--- src/rtl/i2c_gc_pkg.sv ---
package i2c_gc_pkg;

  typedef enum logic [2:0] {
    ST_IDLE,
    ST_ADDR,
    ST_CMD,
    ST_DATA,
    ST_ACK,
    ST_SKIP
  } gc_state_e;

  typedef enum logic [1:0] {
    CK_NONE,
    CK_LOAD,
    CK_RSTLOAD
  } cmd_kind_e;

  localparam logic [7:0] GC_ADDR_BYTE = 8'h00;
  localparam logic [7:0] CMD_LOAD     = 8'h04;
  localparam logic [7:0] CMD_RSTLOAD  = 8'h06;

endpackage

--- src/rtl/i2c_gc_sync.sv ---
module i2c_gc_sync #(
  parameter int STAGES = 2
) (
  input  logic clk,
  input  logic rst_n,
  input  logic scl_i,
  input  logic sda_i,
  output logic scl_s,
  output logic sda_s,
  output logic scl_rise,
  output logic scl_fall,
  output logic start_ev,
  output logic stop_ev
);

  logic [STAGES-1:0] scl_ff;
  logic [STAGES-1:0] sda_ff;
  logic              scl_d;
  logic              sda_d;

  for (genvar g = 0; g < STAGES; g++) begin : g_stage
    if (g == 0) begin : g_first
      always_ff @(posedge clk or negedge rst_n) begin
        if (!rst_n) begin
          scl_ff[0] <= 1'b1;
          sda_ff[0] <= 1'b1;
        end else begin
          scl_ff[0] <= scl_i;
          sda_ff[0] <= sda_i;
        end
      end
    end else begin : g_next
      always_ff @(posedge clk or negedge rst_n) begin
        if (!rst_n) begin
          scl_ff[g] <= 1'b1;
          sda_ff[g] <= 1'b1;
        end else begin
          scl_ff[g] <= scl_ff[g-1];
          sda_ff[g] <= sda_ff[g-1];
        end
      end
    end
  end

  assign scl_s = scl_ff[STAGES-1];
  assign sda_s = sda_ff[STAGES-1];

  always_ff @(posedge clk or negedge rst_n) begin
    if (!rst_n) begin
      scl_d <= 1'b1;
      sda_d <= 1'b1;
    end else begin
      scl_d <= scl_s;
      sda_d <= sda_s;
    end
  end

  // Line events: SCL edges, and SDA edges seen while SCL stays high.
  assign scl_rise = scl_s & ~scl_d;
  assign scl_fall = ~scl_s & scl_d;
  assign start_ev = scl_s & scl_d & sda_d & ~sda_s;
  assign stop_ev  = scl_s & scl_d & ~sda_d & sda_s;

endmodule

--- src/rtl/i2c_gc_shift.sv ---
module i2c_gc_shift (
  input  logic       clk,
  input  logic       rst_n,
  input  logic       clr_i,
  input  logic       shift_i,
  input  logic       bit_i,
  output logic [7:0] byte_o,
  output logic       done_o
);

  logic [6:0] sh_q;
  logic [2:0] cnt_q;

  always_ff @(posedge clk or negedge rst_n) begin
    if (!rst_n) begin
      sh_q  <= '0;
      cnt_q <= '0;
    end else if (clr_i) begin
      cnt_q <= '0;
    end else if (shift_i) begin
      sh_q  <= {sh_q[5:0], bit_i};
      cnt_q <= cnt_q + 3'd1;
    end
  end

  // The byte is complete on the eighth rising SCL; present it in that cycle.
  assign byte_o = {sh_q, bit_i};
  assign done_o = shift_i & (cnt_q == 3'd7);

endmodule

--- src/rtl/i2c_gc_decode.sv ---
module i2c_gc_decode
  import i2c_gc_pkg::*;
#(
  parameter int ADDR_W = 7
) (
  input  logic [7:0]        byte_i,
  input  logic [ADDR_W-1:0] own_addr_i,
  input  logic              gc_dis_i,
  output logic              addr_hit_o,
  output logic              gc_hit_o,
  output cmd_kind_e         cmd_kind_o
);

  assign addr_hit_o = (byte_i[7 -: ADDR_W] == own_addr_i);
  assign gc_hit_o   = (byte_i == GC_ADDR_BYTE) & ~gc_dis_i;

  always_comb begin
    cmd_kind_o = CK_NONE;
    if (!byte_i[0]) begin
      if (byte_i == CMD_RSTLOAD)   cmd_kind_o = CK_RSTLOAD;
      else if (byte_i == CMD_LOAD) cmd_kind_o = CK_LOAD;
    end
  end

endmodule

--- src/rtl/i2c_gc_slave.sv ---
module i2c_gc_slave
  import i2c_gc_pkg::*;
#(
  parameter int              ADDR_W      = 7,
  parameter int              PROG_W      = 3,
  parameter int              SYNC_STAGES = 2,
  parameter logic [ADDR_W-1:0] RST_ADDR  = 7'h2A
) (
  input  logic              clk,
  input  logic              rst_n,
  input  logic              scl_i,
  input  logic              sda_i,
  output logic              sda_oe_o,
  input  logic              gc_dis_i,
  input  logic              irq_en_i,
  input  logic              addr_wr_i,
  input  logic [ADDR_W-1:0] addr_wr_val_i,
  input  logic              stat_clr_i,
  output logic [ADDR_W-1:0] own_addr_o,
  output logic              match_o,
  output logic              gc_flag_o,
  output logic              irq_o
);

  localparam int FIX_W = ADDR_W - PROG_W;

  logic scl_s, sda_s, scl_rise, scl_fall, start_ev, stop_ev;
  logic [7:0] byte_w;
  logic       byte_done;
  logic       addr_hit, gc_hit;
  cmd_kind_e  cmd_k;

  gc_state_e         state_q, nxt_q;
  logic              ack_half_q;
  logic              oe_q;
  logic [ADDR_W-1:0] own_q;
  logic              match_q, gc_q, irq_q;

  logic in_byte, shift_en, shift_clr;

  i2c_gc_sync #(.STAGES(SYNC_STAGES)) u_sync (
    .clk      (clk),
    .rst_n    (rst_n),
    .scl_i    (scl_i),
    .sda_i    (sda_i),
    .scl_s    (scl_s),
    .sda_s    (sda_s),
    .scl_rise (scl_rise),
    .scl_fall (scl_fall),
    .start_ev (start_ev),
    .stop_ev  (stop_ev)
  );

  assign in_byte   = (state_q == ST_ADDR) || (state_q == ST_CMD) || (state_q == ST_DATA);
  assign shift_en  = scl_rise & in_byte;
  assign shift_clr = start_ev | ((state_q == ST_ACK) & scl_fall & ack_half_q);

  i2c_gc_shift u_shift (
    .clk     (clk),
    .rst_n   (rst_n),
    .clr_i   (shift_clr),
    .shift_i (shift_en),
    .bit_i   (sda_s),
    .byte_o  (byte_w),
    .done_o  (byte_done)
  );

  i2c_gc_decode #(.ADDR_W(ADDR_W)) u_dec (
    .byte_i     (byte_w),
    .own_addr_i (own_q),
    .gc_dis_i   (gc_dis_i),
    .addr_hit_o (addr_hit),
    .gc_hit_o   (gc_hit),
    .cmd_kind_o (cmd_k)
  );

  // Transaction sequencer, flags and own-address register.
  always_ff @(posedge clk or negedge rst_n) begin
    if (!rst_n) begin
      state_q    <= ST_IDLE;
      nxt_q      <= ST_IDLE;
      ack_half_q <= 1'b0;
      oe_q       <= 1'b0;
      own_q      <= RST_ADDR;
      match_q    <= 1'b0;
      gc_q       <= 1'b0;
    end else begin
      if (stat_clr_i) begin
        match_q <= 1'b0;
        gc_q    <= 1'b0;
      end
      if (addr_wr_i) own_q <= addr_wr_val_i;

      if (start_ev) begin
        state_q    <= ST_ADDR;
        oe_q       <= 1'b0;
        ack_half_q <= 1'b0;
      end else if (stop_ev) begin
        state_q    <= ST_IDLE;
        oe_q       <= 1'b0;
        ack_half_q <= 1'b0;
      end else begin
        case (state_q)
          ST_ADDR: if (byte_done) begin
            if (gc_hit) begin
              match_q <= 1'b1;
              gc_q    <= 1'b1;
              nxt_q   <= ST_CMD;
              state_q <= ST_ACK;
            end else if (addr_hit) begin
              match_q <= 1'b1;
              nxt_q   <= ST_SKIP;
              state_q <= ST_ACK;
            end else begin
              state_q <= ST_SKIP;
            end
          end
          ST_CMD: if (byte_done) begin
            case (cmd_k)
              CK_RSTLOAD: begin
                match_q <= 1'b0;
                gc_q    <= 1'b0;
                nxt_q   <= ST_DATA;
                state_q <= ST_ACK;
              end
              CK_LOAD: begin
                nxt_q   <= ST_DATA;
                state_q <= ST_ACK;
              end
              default: state_q <= ST_SKIP;
            endcase
          end
          ST_DATA: if (byte_done) begin
            own_q[PROG_W-1:0] <= byte_w[PROG_W:1];
            nxt_q   <= ST_SKIP;
            state_q <= ST_ACK;
          end
          ST_ACK: if (scl_fall) begin
            if (!ack_half_q) begin
              oe_q       <= 1'b1;
              ack_half_q <= 1'b1;
            end else begin
              oe_q       <= 1'b0;
              ack_half_q <= 1'b0;
              state_q    <= nxt_q;
            end
          end
          default: ;
        endcase
      end
    end
  end

  always_ff @(posedge clk or negedge rst_n) begin
    if (!rst_n) irq_q <= 1'b0;
    else        irq_q <= irq_en_i & gc_q;
  end

  assign sda_oe_o   = oe_q;
  assign own_addr_o = own_q;
  assign match_o    = match_q;
  assign gc_flag_o  = gc_q;
  assign irq_o      = irq_q;

  // Width of the fixed address part, kept for readers of the parameter set.
  if (FIX_W < 1) begin : g_bad_split
    initial $display("i2c_gc_slave: PROG_W must be smaller than ADDR_W");
  end

endmodule

--- config.mk ---
export PLATFORM = sky130hd
export DESIGN_NAME = i2c_gc_slave
export DESIGN_NICKNAME = d
export VERILOG_FILES = /design/src/rtl/i2c_gc_pkg.sv /design/src/rtl/i2c_gc_sync.sv /design/src/rtl/i2c_gc_shift.sv /design/src/rtl/i2c_gc_decode.sv /design/src/rtl/i2c_gc_slave.sv
export SDC_FILE = /design/constraint.sdc
export NUM_CORES = 1
export LEC_CHECK = 0
export ABC_AREA = 1
export BUFFER_PORTS_ARGS = -buffer_cell sky130_fd_sc_hd__buf_2
export CAP_MARGIN = 20
export CORE_MARGIN = 3
export CORE_UTILIZATION = 45
export DETAILED_ROUTE_END_ITERATION = 7
export GPL_ROUTABILITY_DRIVEN = 0
export PLACE_DENSITY = 0.68
export RECOVER_POWER = 50
export REMOVE_ABC_BUFFERS = 1
export SETUP_SLACK_MARGIN = 0.02
export SLEW_MARGIN = 20
export SYNTH_ARGS = -nofsm -noshare
export SYNTH_HDL_FRONTEND = slang
export SYNTH_SLANG_ARGS = --single-unit
--- constraint.sdc ---
create_clock -name clk -period 1.6 [get_ports clk]
set_clock_uncertainty 0.1 [all_clocks]
set_input_delay 0.32 -clock clk [delete_from_list [all_inputs] [get_ports clk]]
set_output_delay 0.32 -clock clk [all_outputs]
set_load 0.01 [all_outputs]
==> results.md <==
- Of the post-synthesis cell area, the part taken by muxes is 0%.
- The worst-skew pair later-pin latency is 0.29 ns.
- In this run the number of H-tree levels came out at 2.
- Per report_power, the sequential group accounts for 36.2% of the total.
- Setup violations remaining at the end of the flow were counted as 6.
- The run finished, with violations left.
- The maximum fanout encountered on the critical timing path is 3.
- The power share of the combinational group is 42.9%.
- Clock tree synthesis selected as its root buffer the cell clkbuf_8.
- The cell family contributing the most delay on the critical path is simple AND/OR/NAND/NOR gates.
- For this run, the slowest stage of the critical path takes 0.38 ns.
- The number of hold violations in the final report came to 0.
- Traced cell by cell, the critical path runs through nor2_1, nand3_1, inv_2, nand3_4, nor3_4, ha_1, nand3_2, nand2_2, nor2_4, buf_6, nand3b_1, nand2_1.
- Summing the areas of all xor and xnor instances in the mapped netlist gives 0% of the synthesized area.
- The number of top-level design ports is 26.
- The final reports fail on setup timing.
- The minimum clock period is 1.906 ns.
- The number of cell rows is 21.
- Net switching is 35.86% of the power.
- The leakage power summed over all cells is 1.260 nW.
- The startpoint of the most critical setup path is u_shift.sh_q[3]$_DFFE_PN0P_.
- In this run, CTS created clock tree buffers numbering 5.
- After Yosys synthesis, and, or, nand and nor cells account for 31.38% of the synthesized area.
- The pre-antenna-repair detailed-routing pass consisted of 4 iterations.
- The sum of net half-perimeters after detailed placement is 2596 um.
- The maximum ir drop on the vdd rail is 0.0007953 V.
- The post-placement setup slack is -0.2535 ns.
- The slowest stage of the critical path belongs to the cell dfrtp_1.
- The number of buffers between clock root and the deepest sink is 2.
- The remaining max-slew budget at the tightest pin is 46.66%.
- Across all register-to-register paths, the minimum setup slack is -0.31 ns.
- The worst hold slack across all endpoints is 0.03603 ns.
- Summing over every cut layer, the via total after detailed routing is 1562.
- The initial antenna violation count is 0.
- The achievable clock frequency is 0.5246 GHz.
- After Yosys synthesis, full adders, half adders and majority gates account for 2.257% of the synthesized area.
- The number of enable flip-flop cells after synthesis is 0.
- The area growth from synthesis to layout is 41.99%.
- The synthesized netlist devotes 8.277% of its cell area to compound gates.
- The initial utilization of the core area, before any placement, comes to 48.31%.
- The cell depth of the worst setup path is 12.
- The DRC violations left is 0.
- Using the TritonRoute via totals, the vias-per-cell ratio works out to 4.806.
- The CTS sink count is 33.
- The TritonCTS clock tree is built.
- Synthesis inferred 33 register bits.
- The first-pass GRT wire length is 6147 um.
- The die is 66.79 um wide.
- The fraction of synthesis flops using an asynchronous set or reset pin is 100.0%.
- In the final layout, the share of cells above drive strength 1 is 40.14%.
- The overall power consumption is 3.117 mW.
- The floorplan step defined a core boundary enclosing 3442 um^2.
- The number of warnings issued by yosys is 0.
- STA classifies the critical path endpoint as a flop.
- STA puts the critical path data required time at 1.73 ns.
- The startpoint type of the worst setup path is a flop.
- Setup slack on the critical path of the routed design comes to -0.3062 ns.
- The worst min-delay path category is primary input to flop.
- The synthesized netlist cell count is 208.
- The number of nets in the finished design is 296.
- The design internal power is 1.999 mW.
- The startpoint of the most critical register-to-register path is u_shift.sh_q[3]$_DFFE_PN0P_.
- The detailed-route wire length per cell is 12.18 um.
- Setup repair after global routing could not meet its margin everywhere.
- The clock network accounts for 20.8% of the total power.
- The endpoint of the most critical setup path is nxt_q[2]$_DFFE_PN0P_.
- The number of buffers added on ports is 25.
- The antenna diode count is 0.
- Summing every instance area after synthesis gives 1663 um^2.
- The post-detailed-routing wire length is 3957 um.
- The average cell area after synthesis is 7.994 um^2.
- The total of max-cap violations is 0.
- Together, buffers and inverters on the worst path number 2.
- The post-CTS clock slew at the launch and capture registers of the worst setup and hold paths is 0.07 ns.
- The via count of the first global-routing pass is 1443.
- The height of the die is 66.79 um.
- The post-route clock period utilization is 119.1%.
- The netlist uses 30 different library cells.
- The endpoint arrival time on the critical path is 2.04 ns.
- In this run the power spent charging and discharging nets is 1.118 mW.
- Entering global routing, the biggest net connects 34 pins.
- After the first detailed-routing iteration, the DRC count stood at 70.
- The critical register-to-register path endpoint is nxt_q[2]$_DFFE_PN0P_.
- For the pin with the worst max-slew slack, the measured transition is 0.8002 ns.
- The register area share after synthesis is 50.34%.
- The number of max-slew violations in the final report was 0.
- The die covers 4461 um^2.
- The count of antenna-violating nets left after detailed routing is 0.
- By startpoint and endpoint, the worst setup path is classified as flop to flop.
- Dividing total power by cell area gives a power density of 1320 nW/um^2.
- Across every metal layer, demand over resource in global routing totals 18.67%.
- The cell count of the worst reg-to-reg path is 12.
- The total global routing overflow is 0.
- The dominant combinational cell family by area after synthesis is simple AND/OR/NAND/NOR gates.
- The most used flip-flop cell after synthesis is dfrtp_1.
cells in the final DEF (no fill, tap or decap), types with 2 or more instances in the layout:
cell type / count
buf_6: 5
nand2_1: 66
nand3_1: 5
dfrtp_1: 24
inv_1: 27
inv_2: 4
nand3b_1: 2
o21ai_0: 15
buf_4: 33
nand3_4: 2
nor3_4: 2
nand4_1: 3
clkbuf_8: 6
nor2_1: 9
nand3_2: 7
buf_2: 25
clkbuf_1: 2
ha_2: 2
nor2_4: 3
nand2_2: 6
o21ai_1: 5
dfstp_2: 8
final cells by class:
cell class,count,area (um^2)
fill,261,1081
sequential,33,837.1
multi-input combinational,141,809.5
timing repair buffer,65,444.2
inverter,32,122.6
clock buffer,8,90.09
tap,46,57.56
power groups by stage:
| stage | clock (mW) | sequential [mW] | combinational [mW] |
|---|---|---|---|
| CTS | 0.661 | 1.12 | 1.10 |
| global placement | 0 | 1.12 | 0.974 |
| finish | 0.649 | 1.13 | 1.34 |
| global route | 0.693 | 1.15 | 1.47 |
| floorplan | 0 | 1.14 | 0.495 |
| detailed placement | 0 | 1.12 | 0.993 |
logic make-up after synthesis:
group                    Yosys count
AND/OR/NAND/NOR                  112
adder cells (fa/ha/maj)            3
AO/OA/AOI/OAI                     26
buffers and inverters             34
flip-flops                        33
synthesized netlist by cell type, types with 3 or more instances:
| master | n | area, um^2 |
|---|---|---|
| nand3_1 | 12 | 60.06 |
| nand2_1 | 71 | 266.5 |
| o21ai_0 | 18 | 90.09 |
| nor2_1 | 12 | 45.04 |
| inv_1 | 30 | 112.6 |
| dfstp_2 | 9 | 236.5 |
| dfrtp_1 | 24 | 600.6 |
| nand4_1 | 3 | 18.77 |
| ha_1 | 3 | 37.54 |
how the worst min path moves through the flow:
| stage | slack, ns | depth (start not counted) | startpoint | end |
|---|---|---|---|---|
| after global routing | 0.03 | 1 | sda_i | u_sync.sda_ff[0]$_DFF_PN1_ |
| final | 0.04 | 1 | sda_i | u_sync.sda_ff[0]$_DFF_PN1_ |
| after floorplan | -0.08 | 0 | rst_n | gc_flag_o$_DFF_PN0_ |
| after detailed placement | 0.19 | 2 | rst_n | u_shift.cnt_q[2]$_DFFE_PN0P_ |
| after CTS | 0.03 | 1 | sda_i | u_sync.sda_ff[0]$_DFF_PN1_ |
| after global placement | 0.19 | 2 | rst_n | state_q[0]$_DFFE_PN0P_ |
metal layers:
metal  GRT usage (%)  up-vias  part of all wire (%)
met4           7.868        0                   2.5
li1                -      802                     -
met1           22.93      719                    45
met2           30.45       31                    48
met3           5.396       10                   4.6
met5               0        -                     0
registers in the layout, indices dropped and copies added, names as in the netlist, 3 cells and up:
register and cells:
nxt_q 3, own_addr_o 7, u_shift.sh_q 7, state_q 3, u_shift.cnt_q 3
metrics by stage:
stage          setup TNS [ns]  utilization, %  instance area (um^2)  instances
3_3_place_gp          -0.9699           59.18                  2037        302
3_5_place_dp           -1.073           59.18                  2037        302
6_report               -1.370           68.59                  2361        325
4_1_cts                -1.248           63.98                  2202        314
5_1_grt                -2.275           68.59                  2361        325
2_1_floorplan         -0.6301               -                  1654        206
what timing repair did:
action / in CTS / in global routing
pin swaps: 9 / 19
resized for setup: 10 / 29
setup buffers: 3 / 11
endpoints found under the setup margin: 9 / 14
hold buffers: 1 / 0
endpoints found under the hold margin: 24 / 0
Note: power is estimated with default switching activity, not from simulation.
